[src/rtl/supmon_pkg.sv]
package supmon_pkg;

   typedef enum logic [1:0] {
      ST_HOLD  = 2'd0,
      ST_DELAY = 2'd1,
      ST_RUN   = 2'd2,
      ST_LEAD  = 2'd3
   } seq_state_t;

   // hold-off length in milliseconds for each select code
   function automatic int unsigned holdoff_ms(input int unsigned code);
      case (code)
         0:       return 50;
         1:       return 200;
         2:       return 400;
         default: return 800;
      endcase
   endfunction

   function automatic int unsigned ceil_div(input int unsigned a, input int unsigned b);
      return (a + b - 1) / b;
   endfunction

endpackage

[src/rtl/supmon_sync.sv]
module supmon_sync #(
   parameter int unsigned WIDTH  = 1,
   parameter int unsigned STAGES = 2,
   parameter logic [WIDTH-1:0] INIT = '0
) (
   input  logic             clk,
   input  logic             rst_n,
   input  logic [WIDTH-1:0] d_i,
   output logic [WIDTH-1:0] q_o
);
   logic [WIDTH-1:0] chain [STAGES];

   generate
      for (genvar s = 0; s < STAGES; s++) begin : g_stage
         if (s == 0) begin : g_first
            always_ff @(posedge clk or negedge rst_n) begin
               if (!rst_n) chain[s] <= INIT;
               else        chain[s] <= d_i;
            end
         end else begin : g_next
            always_ff @(posedge clk or negedge rst_n) begin
               if (!rst_n) chain[s] <= INIT;
               else        chain[s] <= chain[s-1];
            end
         end
      end
   endgenerate

   assign q_o = chain[STAGES-1];
endmodule

[src/rtl/supmon_mr_filter.sv]
module supmon_mr_filter #(
   parameter int unsigned GLITCH = 5
) (
   input  logic clk,
   input  logic rst_n,
   input  logic mr_n_s,
   output logic mr_act
);
   generate
      if (GLITCH <= 1) begin : g_direct
         always_ff @(posedge clk or negedge rst_n) begin
            if (!rst_n) mr_act <= 1'b0;
            else        mr_act <= ~mr_n_s;
         end
      end else begin : g_count
         localparam int unsigned GW = $clog2(GLITCH);
         localparam logic [GW-1:0] LAST = GW'(GLITCH - 1);
         logic [GW-1:0] low_cnt;
         always_ff @(posedge clk or negedge rst_n) begin
            if (!rst_n) begin
               low_cnt <= '0;
               mr_act  <= 1'b0;
            end else if (mr_n_s) begin
               low_cnt <= '0;
               mr_act  <= 1'b0;
            end else begin
               if (low_cnt != LAST) low_cnt <= low_cnt + 1'b1;
               mr_act <= (low_cnt == LAST);
            end
         end
      end
   endgenerate
endmodule

[src/rtl/supmon_seq_fsm.sv]
module supmon_seq_fsm
   import supmon_pkg::*;
#(
   parameter int unsigned CW = 8
) (
   input  logic          clk,
   input  logic          rst_n,
   input  logic          pri_ok,
   input  logic          mr_act,
   input  logic [CW-1:0] hold_len,
   input  logic [CW-1:0] lead_len,
   output logic          rst_hold
);
   seq_state_t    state;
   logic [CW-1:0] cnt;

   always_ff @(posedge clk or negedge rst_n) begin
      if (!rst_n) begin
         state <= ST_HOLD;
         cnt   <= '0;
      end else begin
         unique case (state)
            ST_HOLD: begin
               if (pri_ok && !mr_act) begin
                  state <= ST_DELAY;
                  cnt   <= '0;
               end
            end
            ST_DELAY: begin
               if (!pri_ok || mr_act)           state <= ST_HOLD;
               else if (cnt == hold_len - 1'b1) state <= ST_RUN;
               else                             cnt   <= cnt + 1'b1;
            end
            ST_RUN: begin
               if (mr_act) state <= ST_HOLD;
               else if (!pri_ok) begin
                  state <= ST_LEAD;
                  cnt   <= '0;
               end
            end
            ST_LEAD: begin
               if (mr_act)                      state <= ST_HOLD;
               else if (pri_ok)                 state <= ST_RUN;
               else if (cnt == lead_len - 1'b1) state <= ST_HOLD;
               else                             cnt   <= cnt + 1'b1;
            end
            default: state <= ST_HOLD;
         endcase
      end
   end

   assign rst_hold = (state == ST_HOLD) || (state == ST_DELAY);
endmodule

[src/rtl/supmon_rst_seq.sv]
module supmon_rst_seq
   import supmon_pkg::*;
#(
   parameter int unsigned TICKS_PER_MS = 100000,
   parameter int unsigned NS_PER_TICK  = 10,
   parameter int unsigned SYNC_STAGES  = 2
) (
   input  logic       clk,
   input  logic       rst_n,
   input  logic       pri_ok_i,
   input  logic       aux_ok_i,
   input  logic       mr_n_i,
   input  logic [1:0] pu_sel_i,
   output logic       rst_o,
   output logic       rst_n_o,
   output logic       warn_o,
   output logic       aux_fail_o
);
   localparam int unsigned MAX_HOLD = holdoff_ms(3) * TICKS_PER_MS;
   localparam int unsigned LEAD     = ceil_div(500, NS_PER_TICK);
   localparam int unsigned GLITCH   = ceil_div(50, NS_PER_TICK);
   localparam int unsigned CW       = $clog2(MAX_HOLD + 1);

   initial begin
      if (SYNC_STAGES < 2) $error("SYNC_STAGES must be at least 2");
      if (TICKS_PER_MS == 0 || NS_PER_TICK == 0) $error("tick parameters must be non-zero");
      if (LEAD >= MAX_HOLD) $error("lead must be shorter than the longest hold-off");
      if (SYNC_STAGES + 1 + GLITCH > LEAD) $error("manual reset cannot meet its activation bound");
   end

   logic [2:0]    sync_q;
   logic          pri_s, aux_s, mr_n_s;
   logic          mr_act;
   logic          rst_hold;
   logic          warn_q, aux_fail_q;
   logic [CW-1:0] hold_lut [4];
   logic [CW-1:0] hold_len;

   supmon_sync #(
      .WIDTH  (3),
      .STAGES (SYNC_STAGES),
      .INIT   (3'b110)
   ) u_sync (
      .clk   (clk),
      .rst_n (rst_n),
      .d_i   ({mr_n_i, aux_ok_i, pri_ok_i}),
      .q_o   (sync_q)
   );
   assign pri_s  = sync_q[0];
   assign aux_s  = sync_q[1];
   assign mr_n_s = sync_q[2];

   supmon_mr_filter #(
      .GLITCH (GLITCH)
   ) u_mrf (
      .clk    (clk),
      .rst_n  (rst_n),
      .mr_n_s (mr_n_s),
      .mr_act (mr_act)
   );

   generate
      for (genvar k = 0; k < 4; k++) begin : g_lut
         assign hold_lut[k] = CW'(holdoff_ms(k) * TICKS_PER_MS);
      end
   endgenerate
   assign hold_len = hold_lut[pu_sel_i];

   supmon_seq_fsm #(
      .CW (CW)
   ) u_fsm (
      .clk      (clk),
      .rst_n    (rst_n),
      .pri_ok   (pri_s),
      .mr_act   (mr_act),
      .hold_len (hold_len),
      .lead_len (CW'(LEAD)),
      .rst_hold (rst_hold)
   );

   always_ff @(posedge clk or negedge rst_n) begin
      if (!rst_n) begin
         warn_q     <= 1'b1;
         aux_fail_q <= 1'b0;
      end else begin
         warn_q     <= ~pri_s;
         aux_fail_q <= ~aux_s;
      end
   end

   assign rst_o      = rst_hold;
   assign rst_n_o    = ~rst_hold;
   assign warn_o     = warn_q;
   assign aux_fail_o = aux_fail_q;
endmodule

[config.mk]
export PLATFORM = sky130hd
export DESIGN_NAME = supmon_rst_seq
export DESIGN_NICKNAME = d
export VERILOG_FILES = /design/src/rtl/supmon_pkg.sv /design/src/rtl/supmon_sync.sv /design/src/rtl/supmon_mr_filter.sv /design/src/rtl/supmon_seq_fsm.sv /design/src/rtl/supmon_rst_seq.sv
export SDC_FILE = /design/constraint.sdc
export NUM_CORES = 1
export LEC_CHECK = 0
export BUFFER_PORTS_ARGS = -buffer_cell sky130_fd_sc_hd__buf_4
export CAP_MARGIN = 20
export CORE_MARGIN = 5
export CORE_UTILIZATION = 62
export DETAILED_ROUTE_END_ITERATION = 10
export HOLD_SLACK_MARGIN = 0.08
export PLACE_DENSITY = 0.8
export SLEW_MARGIN = 5
export SYNTH_ARGS = -nofsm -noshare
export SYNTH_HDL_FRONTEND = slang
export SYNTH_SLANG_ARGS = --single-unit
[constraint.sdc]
create_clock -name clk -period 2.3 [get_ports clk]
set_input_delay 0.46 -clock clk [delete_from_list [all_inputs] [get_ports clk]]
set_output_delay 0.46 -clock clk [all_outputs]
set_load 0.02 [all_outputs]
After elaboration in Yosys (flattened, before gate mapping)
Index checks and enable logic that the tools add are counted.

cells by class
  add/subtract/negate cells = 3
  bitwise logic cells = 4
  reduce and logical (&&, ||, !) cells = 9
  mux-type cells = 24
  div/mod/pow operators = 0
  multipliers = 0
  shifts and indexed selects = 0
  magnitude comparators = 1
  equal/unequal tests = 18

operators by type and width
  cell                   number
  $mux 27                10
  $pmux 27 s4            1
  $bmux 27 s2            1
  $add 27x1->27 const B  1
  $eq 27x27->1           1
  $eq 27x6->1 const B    1
  $sub 27x1->27 const B  1
  $mux 2                 8
  $ne 2x2->1 const B     7
  $pmux 2 s4             1
  $reduce_and 8->1       1
  $mux 3                 2
  $ne 3x3->1 const B     2
  $eq 2x2->1 const B     2
  $ne 4x3->1 const B     1
  $reduce_and 4->1       1
  $add 3x1->3 const B    1
  $eq 3x3->1 const B     1
  $ge 3x3->1 const B     1
  $ne 3x1->1 const B     1
  $not 1->1              3
  $not 2->3              1
  $eq 2x1->1 const B     1
  $logic_not 1->1        2
  6 further kinds        7

word-level totals
  ROM bits = 0
  bits in writable memories = 0
  bits in registers = 41
  input port bits = 7
  bits in latches = 0
  memories kept = 0
  logic and storage cells = 67
  output and inout port bits = 4

Depth between registers and ports, before layout
Gate-level depths: netlist (run 1).

  depth in word-level cells = 9
  gate-level depth with buffers = 9
  depth with buffers taken out = 9

Hierarchy
A second synthesis (run 1) with hierarchy kept.

unflattened totals
  cells, all modules = 557
  area total of the unflattened synthesis = 4,388.0 um^2

modules (own cells, without submodules)
  module            cells an instance  area each (um^2)  sequential area each (um^2)  times used
  supmon_seq_fsm    510                3,838.7           725.7                        1
  supmon_mr_filter  19                 201.4             100.1                        1
  supmon_sync       9                  177.7             155.1                        1
  supmon_rst_seq    19                 170.2             51.3                         1

Worst setup path before layout (run 1)
Ideal clock, no wire load.

  path kind = input to register
  from = in pu_sel_i[0]
  to = reg u_fsm.cnt[2]
  setup time = 124 ps
  data required time = 2,176 ps
  path buffers = 1
  stages on the path = 9
  arrival = 2,245 ps
  setup slack = -69 ps
  cells stage by stage = inv_1 ha_1 nand3b_1 nor3_1 o311a_2 a211oi_4 nor2_8 buf_6 a211o_1

on the way
  cells in the longest elaborated chain, start to end = 8

RTL lines
  what                                        RTL line              RTL
  start, declared                             supmon_rst_seq.sv:13  input logic [1:0] pu_sel_i,
  $not 2->3 (implied by the code)             supmon_rst_seq.sv:67  assign hold_len = hold_lut[pu_sel_i];
  $bmux 27 s2                                 supmon_rst_seq.sv:67
  $mux 27 (implied by the code) (2 in a row)  supmon_rst_seq.sv:67
  $sub 27x1->27                               supmon_seq_fsm.sv:31  else if (cnt == hold_len - 1'b1) state <= ST_RUN;
  $eq 27x27->1                                supmon_seq_fsm.sv:31
  $ne 2x2->1 (no line)                        -
  $reduce_and 8->1 (no line)                  -
  end signal, assigned                        supmon_seq_fsm.sv:32  else cnt <= cnt + 1'b1;
  end signal, assigned                        supmon_seq_fsm.sv:45  else cnt <= cnt + 1'b1;
  end, declared                               supmon_seq_fsm.sv:15  logic [CW-1:0] cnt;

No other way between the ends. The select of a mux whose other input is x is not followed.
A chain may end at the register's enable or synchronous reset.

Final worst setup path (run 1)
  from = reg u_fsm.cnt[13]
  to = reg u_fsm.cnt[1]

on the way
  cells in the longest elaborated chain, start to end = 3
  elaborated cells on any way between the ends = 5
  classes of those cells = eq/ne: 4; reduce/logical: 1

RTL lines
  what                                         RTL line
  $eq 27x27->1 or $eq 27x6->1 (tied branches)  supmon_seq_fsm.sv:31, supmon_seq_fsm.sv:44
  $ne 2x2->1 (no line)                         -
  $reduce_and 8->1 (no line) (*)               -

Every way passes the cells marked *; elsewhere a longest branch is shown, timed or not.

==> results.sh, run 1 <==
export IMPL_ys_seq_area_share_pct=37.0
export IMPL_fin_cells=397
export IMPL_ys_ff_latch=41
export IMPL_synth_main_ff_cell="dfrtp_1"
export IMPL_mostFrequentLayoutCells="54 x buf_4, 32 x dfrtp_1, 31 x nand3_1"
export IMPL_via_per_inst=6.89
export IMPL_placedCellCount=380
export IMPL_yosysUniqueCellTypes=59
export IMPL_htreeDepth=2
export IMPL_fillCellCount=283
export IMPL_fmax_mhz=397
export IMPL_p_int_mw=1.80
export IMPL_fin_ws_ns=-0.217
export IMPL_finalPower_mw=3.13
export IMPL_worstMarginPinSlew_ns=0.622
export IMPL_rsz0062_at_grt="yes"
export IMPL_switching_power_mw=1.33
export IMPL_cts_buffers=5
export IMPL_report_final_slew_viol_count=0
export IMPL_grt_use_total_pct=26.6
export IMPL_port_buffer_count=10
export IMPL_drt_first_pass_iters=5
export IMPL_grt_max_degree=46
export IMPL_die_h_microns=77.1
export IMPL_synthArstFlopShare_pct=100
export IMPL_core_area_sq_um=4350
export IMPL_syn_num_nets=323
export IMPL_ir_worst_vdd_mv=0.616
export IMPL_insertion_delay_ns=0.31
export IMPL_period_minus_slack_ns=2.52
export IMPL_num_rows=24
export IMPL_skew_ns=0.0115
export IMPL_cts_num_sinks=41
export IMPL_drcViolationCount=0
export IMPL_crit_fanout=7
export IMPL_grt_ovfl_total=0
export IMPL_violations="setup timing"
export IMPL_fin_crit_sh_pct=109
export IMPL_avgSynthCellArea_sq_um=9.18
export IMPL_hpwl_microns=5380
export IMPL_ys_warnings_count=0
export IMPL_dr_first_iter_drc_count=291
export IMPL_power_density_nw_per_um2=919
export IMPL_syn_inst=304
export IMPL_max_cap_viol_count=0
export IMPL_antenna_found_initial=0
export IMPL_start_kind="flop"
export IMPL_synth_edff_count=0
export IMPL_place_ws_ns=-0.295
export IMPL_drive_above_1_share_pct=28.4
export IMPL_dr_total_vias=2737
export IMPL_crit_type="flop to flop"
export IMPL_power_frac_comb_pct=44.0
export IMPL_holdCritPathClass="input pin to asynchronous set/reset pin"
export IMPL_syn_to_final_growth_pct=22.1
export IMPL_die_x_microns=77.1
export IMPL_wl_per_cell_microns=20.4
export IMPL_endpoint_kind="flop"
export IMPL_routabilityCongestion=0.897
export IMPL_leakage_nw=1.43
export IMPL_status="finished, violations left"
export IMPL_final_common_cell="buf_4"
export IMPL_p_sw_share_pct=42.4
export IMPL_seq_area_sq_um=1040
export IMPL_cp_data_required_time_ns=2.47
export IMPL_root_buffer="clkbuf_8"
export IMPL_grt_first_pass_wirelength_microns=12700
export IMPL_start_util_pct=64.1
export IMPL_nets=363
export IMPL_cts_max_path_buffers=2
export IMPL_setup_violations_final=26
export IMPL_slew_headroom_pct=58.2
export IMPL_wirelength_microns=8090
export IMPL_ant_nets=0
export IMPL_num_antenna_cells=0
export IMPL_clk_pin_slew_worst_paths_ns=0.09
export IMPL_cp_data_arrival_time_ns=2.69
export IMPL_syn_area_sq_um=2790
export IMPL_p_clk_share_pct=19.0
export IMPL_io_pins=11
export IMPL_cts_hold_buf=0
export IMPL_cts_tree="yes"
export IMPL_hold_viol=0
export IMPL_grt_pass1_vias=2564
export IMPL_multiInputGateArea_sq_um=1700
export IMPL_die_area_sq_um=5940
export IMPL_seqPwrFrac_pct=37.0
routing by layer:
layer / global-route usage (%) / vias to the layer above / share of wire, %
li1: - / 1225 / -
met1: 35.8 / 1311 / 40
met2: 41.0 / 157 / 47
met3: 5.39 / 44 / 9.1
met4: 12.4 / 0 / 4.1
met5: 0 / - / 0
final cells by class:
cell class	instances	share of cell area, %
multi-input cells	228	50.0
flip-flops and latches	41	30.4
repair buffers	55	12.5
clock buffers	6	2.13
well taps	52	1.91
inverters	13	1.87
clock inverters	2	1.14
power groups by stage:
| stage | Sequential, mW | Combinational, mW | Clock, mW |
|---|---|---|---|
| 2_1_floorplan | 0.999 | 0.870 | 0 |
| 5_1_grt | 1.17 | 1.48 | 0.631 |
| 3_3_place_gp | 1.13 | 1.17 | 0 |
| 4_1_cts | 1.13 | 1.22 | 0.597 |
| 3_5_place_dp | 1.14 | 1.21 | 0 |
| 6_report | 1.16 | 1.38 | 0.596 |
sequential cells by signal (all words and copies together), names as in the netlist:
register and flops:
u_sync.q_o 3, u_sync.chain 3, aux_fail_o 1, u_fsm.cnt 27, u_mrf.mr_act 1, u_fsm.state 2, u_mrf.g_count.low_cnt 3, warn_o 1
cell usage after synthesis, types with 10 or more instances:
cell | number | share of area [%]
dfrtp_1 | 36 | 32
nand4_1 | 10 | 2.2
buf_2 | 10 | 1.8
ha_1 | 12 | 5.4
nor2_1 | 11 | 1.5
inv_1 | 12 | 1.6
o211ai_1 | 10 | 2.7
nand2_1 | 28 | 3.8
nand3_1 | 31 | 5.6
stage by stage:
step	util [%]	setup TNS [ns]	area, sq um	hold WS (ns)
after floorplan	-	0	2810	0.164
after detailed placement	71.8	-6.13	3130	0.344
after CTS	74.3	0	3240	0.140
final	78.2	-3.31	3410	0.130
after global routing	78.2	-2.94	3410	0.174
after global placement	71.8	-4.41	3130	0.336
worst max-delay path, stage by stage, from the launching register on:
cell	delay [ns]
dfrtp_1	0.47
nor4_1	0.60
nand3_1	0.27
o211ai_4	0.30
nor2_1	0.16
buf_4	0.22
o21ai_0	0.22
o21ai_0	0.14
cell families (layout without fill, tap and decap cells):
kind of cell	after synthesis	in the layout	synth area share, %
simple gates	143	143	30.2
flops	41	41	37.0
fa+ha+maj	12	12	5.38
buf+inv	35	76	5.78
mux	3	3	1.44
compound gates	60	60	17.0
xor+xnor	10	10	3.14
final timing paths:
check | startpoint | endpoint | slack, ns | cells past startpoint
worst min-delay path | rst_n | u_fsm.cnt[22]$_DFFE_PN0P_ | 0.13 | 1
worst max register to register | u_fsm.cnt[13]$_DFFE_PN0P_ | u_fsm.cnt[1]$_DFFE_PN0P_ | -0.22 | 7
worst min register to register | u_sync.chain[3]$_DFF_PN0_ | u_sync.q_o[0]$_DFF_PN0_ | 0.36 | 0
min in group clk | aux_ok_i | u_sync.chain[4]$_DFF_PN1_ | 0.25 | 1
max in group asynchronous | rst_n | u_fsm.cnt[10]$_DFFE_PN0P_ | 1.77 | 1
worst max-delay path | u_fsm.cnt[13]$_DFFE_PN0P_ | u_fsm.cnt[1]$_DFFE_PN0P_ | -0.22 | 7
repair_timing:
| action | 4_1_cts | 5_1_grt |
|---|---|---|
| endpoints found under the setup margin | 6 | 26 |
| gates resized for setup | 1 | 23 |
| setup buffers | 0 | 9 |
| pin swaps | 1 | 8 |
No activity file was read; power rests on OpenSTA's default activity.
==> run 2, diff against run 1 <==
- CORE_UTILIZATION: 62 -> 64
- CTS_BUF_LIST: not set -> sky130_fd_sc_hd__clkbuf_8
- PLACE_DENSITY: 0.8 -> 0.82
- REMOVE_ABC_BUFFERS: not set -> 1
==> run 2 against run 1 <==
Against the previous run:
- the flow still finishes with violations (setup timing)
- count of clock-buffer cells in the layout is 1 lower
- hold slack hardly changed
- clock power fell by 1%
- via count rose by 6.0%
- wire length rose by 14%
- critical path type is now input pin to flop
- highest routed layer unchanged
==> results.sh, run 2 (same netlist as run 1, synthesis figures left out) <==
export IMPL_place_ws_ns=-0.324
export IMPL_htreeDepth=2
export IMPL_setup_violations_final=27
export IMPL_cts_hold_buf=0
export IMPL_root_buffer="clkbuf_8"
export IMPL_largest_reg_flops=27
export IMPL_dr_total_vias=2902
export IMPL_grt_use_total_pct=27.1
export IMPL_crit_fanout=5
export IMPL_rsz0062_at_grt="yes"
export IMPL_mostFrequentLayoutCells="52 x buf_4, 33 x dfrtp_1, 31 x nand3_1"
export IMPL_worstMarginPinSlew_ns=0.724
export IMPL_leakage_nw=1.48
export IMPL_cts_max_path_buffers=2
export IMPL_grt_pass1_vias=2585
export IMPL_violations="setup timing"
export IMPL_grt_ovfl_total=0
export IMPL_io_pins=11
export IMPL_nets=368
export IMPL_period_minus_slack_ns=2.55
export IMPL_fin_crit_sh_pct=111
export IMPL_holdCritPathClass="input pin to asynchronous set/reset pin"
export IMPL_clk_pin_slew_worst_paths_ns=0.08
export IMPL_hpwl_microns=5330
export IMPL_num_antenna_cells=0
export IMPL_die_h_microns=76.0
export IMPL_r2r_start="u_fsm.cnt[12]$_DFFE_PN0P_"
export IMPL_fin_cells=402
export IMPL_start_kind="input pin"
export IMPL_cp_data_required_time_ns=2.49
export IMPL_crit_type="input pin to flop"
export IMPL_drive_above_1_share_pct=31.1
export IMPL_cts_tree="yes"
export IMPL_ant_nets=0
export IMPL_fmax_mhz=392
export IMPL_status="finished, violations left"
export IMPL_dr_first_iter_drc_count=506
export IMPL_final_common_cell="buf_4"
export IMPL_ir_worst_vdd_mv=0.698
export IMPL_port_buffer_count=10
export IMPL_drcViolationCount=0
export IMPL_start_util_pct=65.0
export IMPL_rrSetupSlack_ns=-0.18
export IMPL_power_density_nw_per_um2=950
export IMPL_endpoint_kind="flop"
export IMPL_antenna_found_initial=0
export IMPL_cp_data_arrival_time_ns=2.74
export IMPL_wirelength_microns=9250
export IMPL_placedCellCount=381
export IMPL_fin_ws_ns=-0.254
export IMPL_regMostFlops="u_fsm.cnt"
export IMPL_r2r_end="u_fsm.cnt[7]$_DFFE_PN0P_"
export IMPL_via_per_inst=7.22
export IMPL_max_cap_viol_count=0
export IMPL_report_final_slew_viol_count=0
export IMPL_cts_num_sinks=41
export IMPL_grt_first_pass_wirelength_microns=12800
export IMPL_core_area_sq_um=4290
export IMPL_grt_max_degree=42
export IMPL_syn_to_final_growth_pct=25.7
export IMPL_routabilityCongestion=0.928
export IMPL_wl_per_cell_microns=23.0
export IMPL_hold_viol=0
export IMPL_skew_ns=0.00879
export IMPL_slew_headroom_pct=51.8
export IMPL_cts_buffers=5
export IMPL_die_area_sq_um=5780
export IMPL_die_x_microns=76.0
export IMPL_drt_first_pass_iters=6
export IMPL_insertion_delay_ns=0.31
export IMPL_num_rows=24
export IMPL_r2r_cells=8
[run 2: power breakdown]
| group | internal (mW) | switching [mW] | leakage, nW |
|---|---|---|---|
| Clock | 0.318 | 0.272 | 0.0593 |
| Combinational | 0.735 | 0.850 | 0.886 |
| Sequential | 0.881 | 0.277 | 0.530 |
| Total | 1.93 | 1.40 | 1.48 |
[run 2: per-stage QoR]
| stage | area (sq um) | hold WS, ns | setup TNS, ns | total power [mW] | util (%) |
|---|---|---|---|---|---|
| 2_1_floorplan | 2680 | 0.164 | -1.00 | 1.78 | - |
| 3_3_place_gp | 3110 | 0.342 | -4.61 | 2.31 | 72.4 |
| 3_5_place_dp | 3110 | 0.347 | -6.45 | 2.34 | 72.4 |
| 4_1_cts | 3260 | 0.147 | 0 | 2.93 | 75.9 |
| 5_1_grt | 3510 | 0.152 | -5.16 | 3.47 | 81.7 |
| 6_report | 3510 | 0.130 | -4.75 | 3.33 | 81.7 |
[run 2: area by class of cell]
cell class | count | area [sq um]
Multi-Input combinational cell | 228 | 1740
Tap cell | 52 | 65.1
Fill cell | 255 | 786
Inverter | 13 | 58.8
Sequential cell | 41 | 1040
Clock inverter | 3 | 38.8
Timing Repair Buffer | 60 | 502
Clock buffer | 5 | 68.8
[run 2: routing by layer]
layer | wire length (microns) | GRT usage [%] | vias up
li1 | - | - | 1230
met1 | 3340 | 33.9 | 1368
met2 | 4310 | 43.8 | 237
met3 | 988 | 6.50 | 67
met4 | 613 | 13.0 | 0
met5 | 0 | 0 | -
[run 2: how the worst max path moves through the flow]
stage                                from                   endpoint  cells after the start
6_report                      pu_sel_i[0]   u_fsm.cnt[7]$_DFFE_PN0P_                     11
3_5_place_dp                  pu_sel_i[1]  u_fsm.cnt[26]$_DFFE_PN0P_                      9
3_3_place_gp                  pu_sel_i[0]  u_fsm.cnt[26]$_DFFE_PN0P_                      9
4_1_cts                       pu_sel_i[0]   u_fsm.cnt[5]$_DFFE_PN0P_                     11
2_1_floorplan  u_fsm.state[0]$_DFFE_PN0P_  u_fsm.cnt[23]$_DFFE_PN0P_                      6
5_1_grt                       pu_sel_i[0]   u_fsm.cnt[5]$_DFFE_PN0P_                     13
[run 2: what timing repair did]
item,CTS,global route
pin swaps,6,16
setup buffers,1,12
resized for setup,7,39
setup endpoints to repair,4,26
endpoints found under the hold margin,0,0
[run 2: critical path, cell delays in order]
cell and delay [ns]:
buf_6 0.12, buf_4 0.15, ha_4 0.19, nor3b_2 0.18
xnor2_1 0.47, nor4_4 0.14, a211oi_4 0.39, nor2_8 0.08
buf_12 0.15, buf_6 0.12, a221o_1 0.30
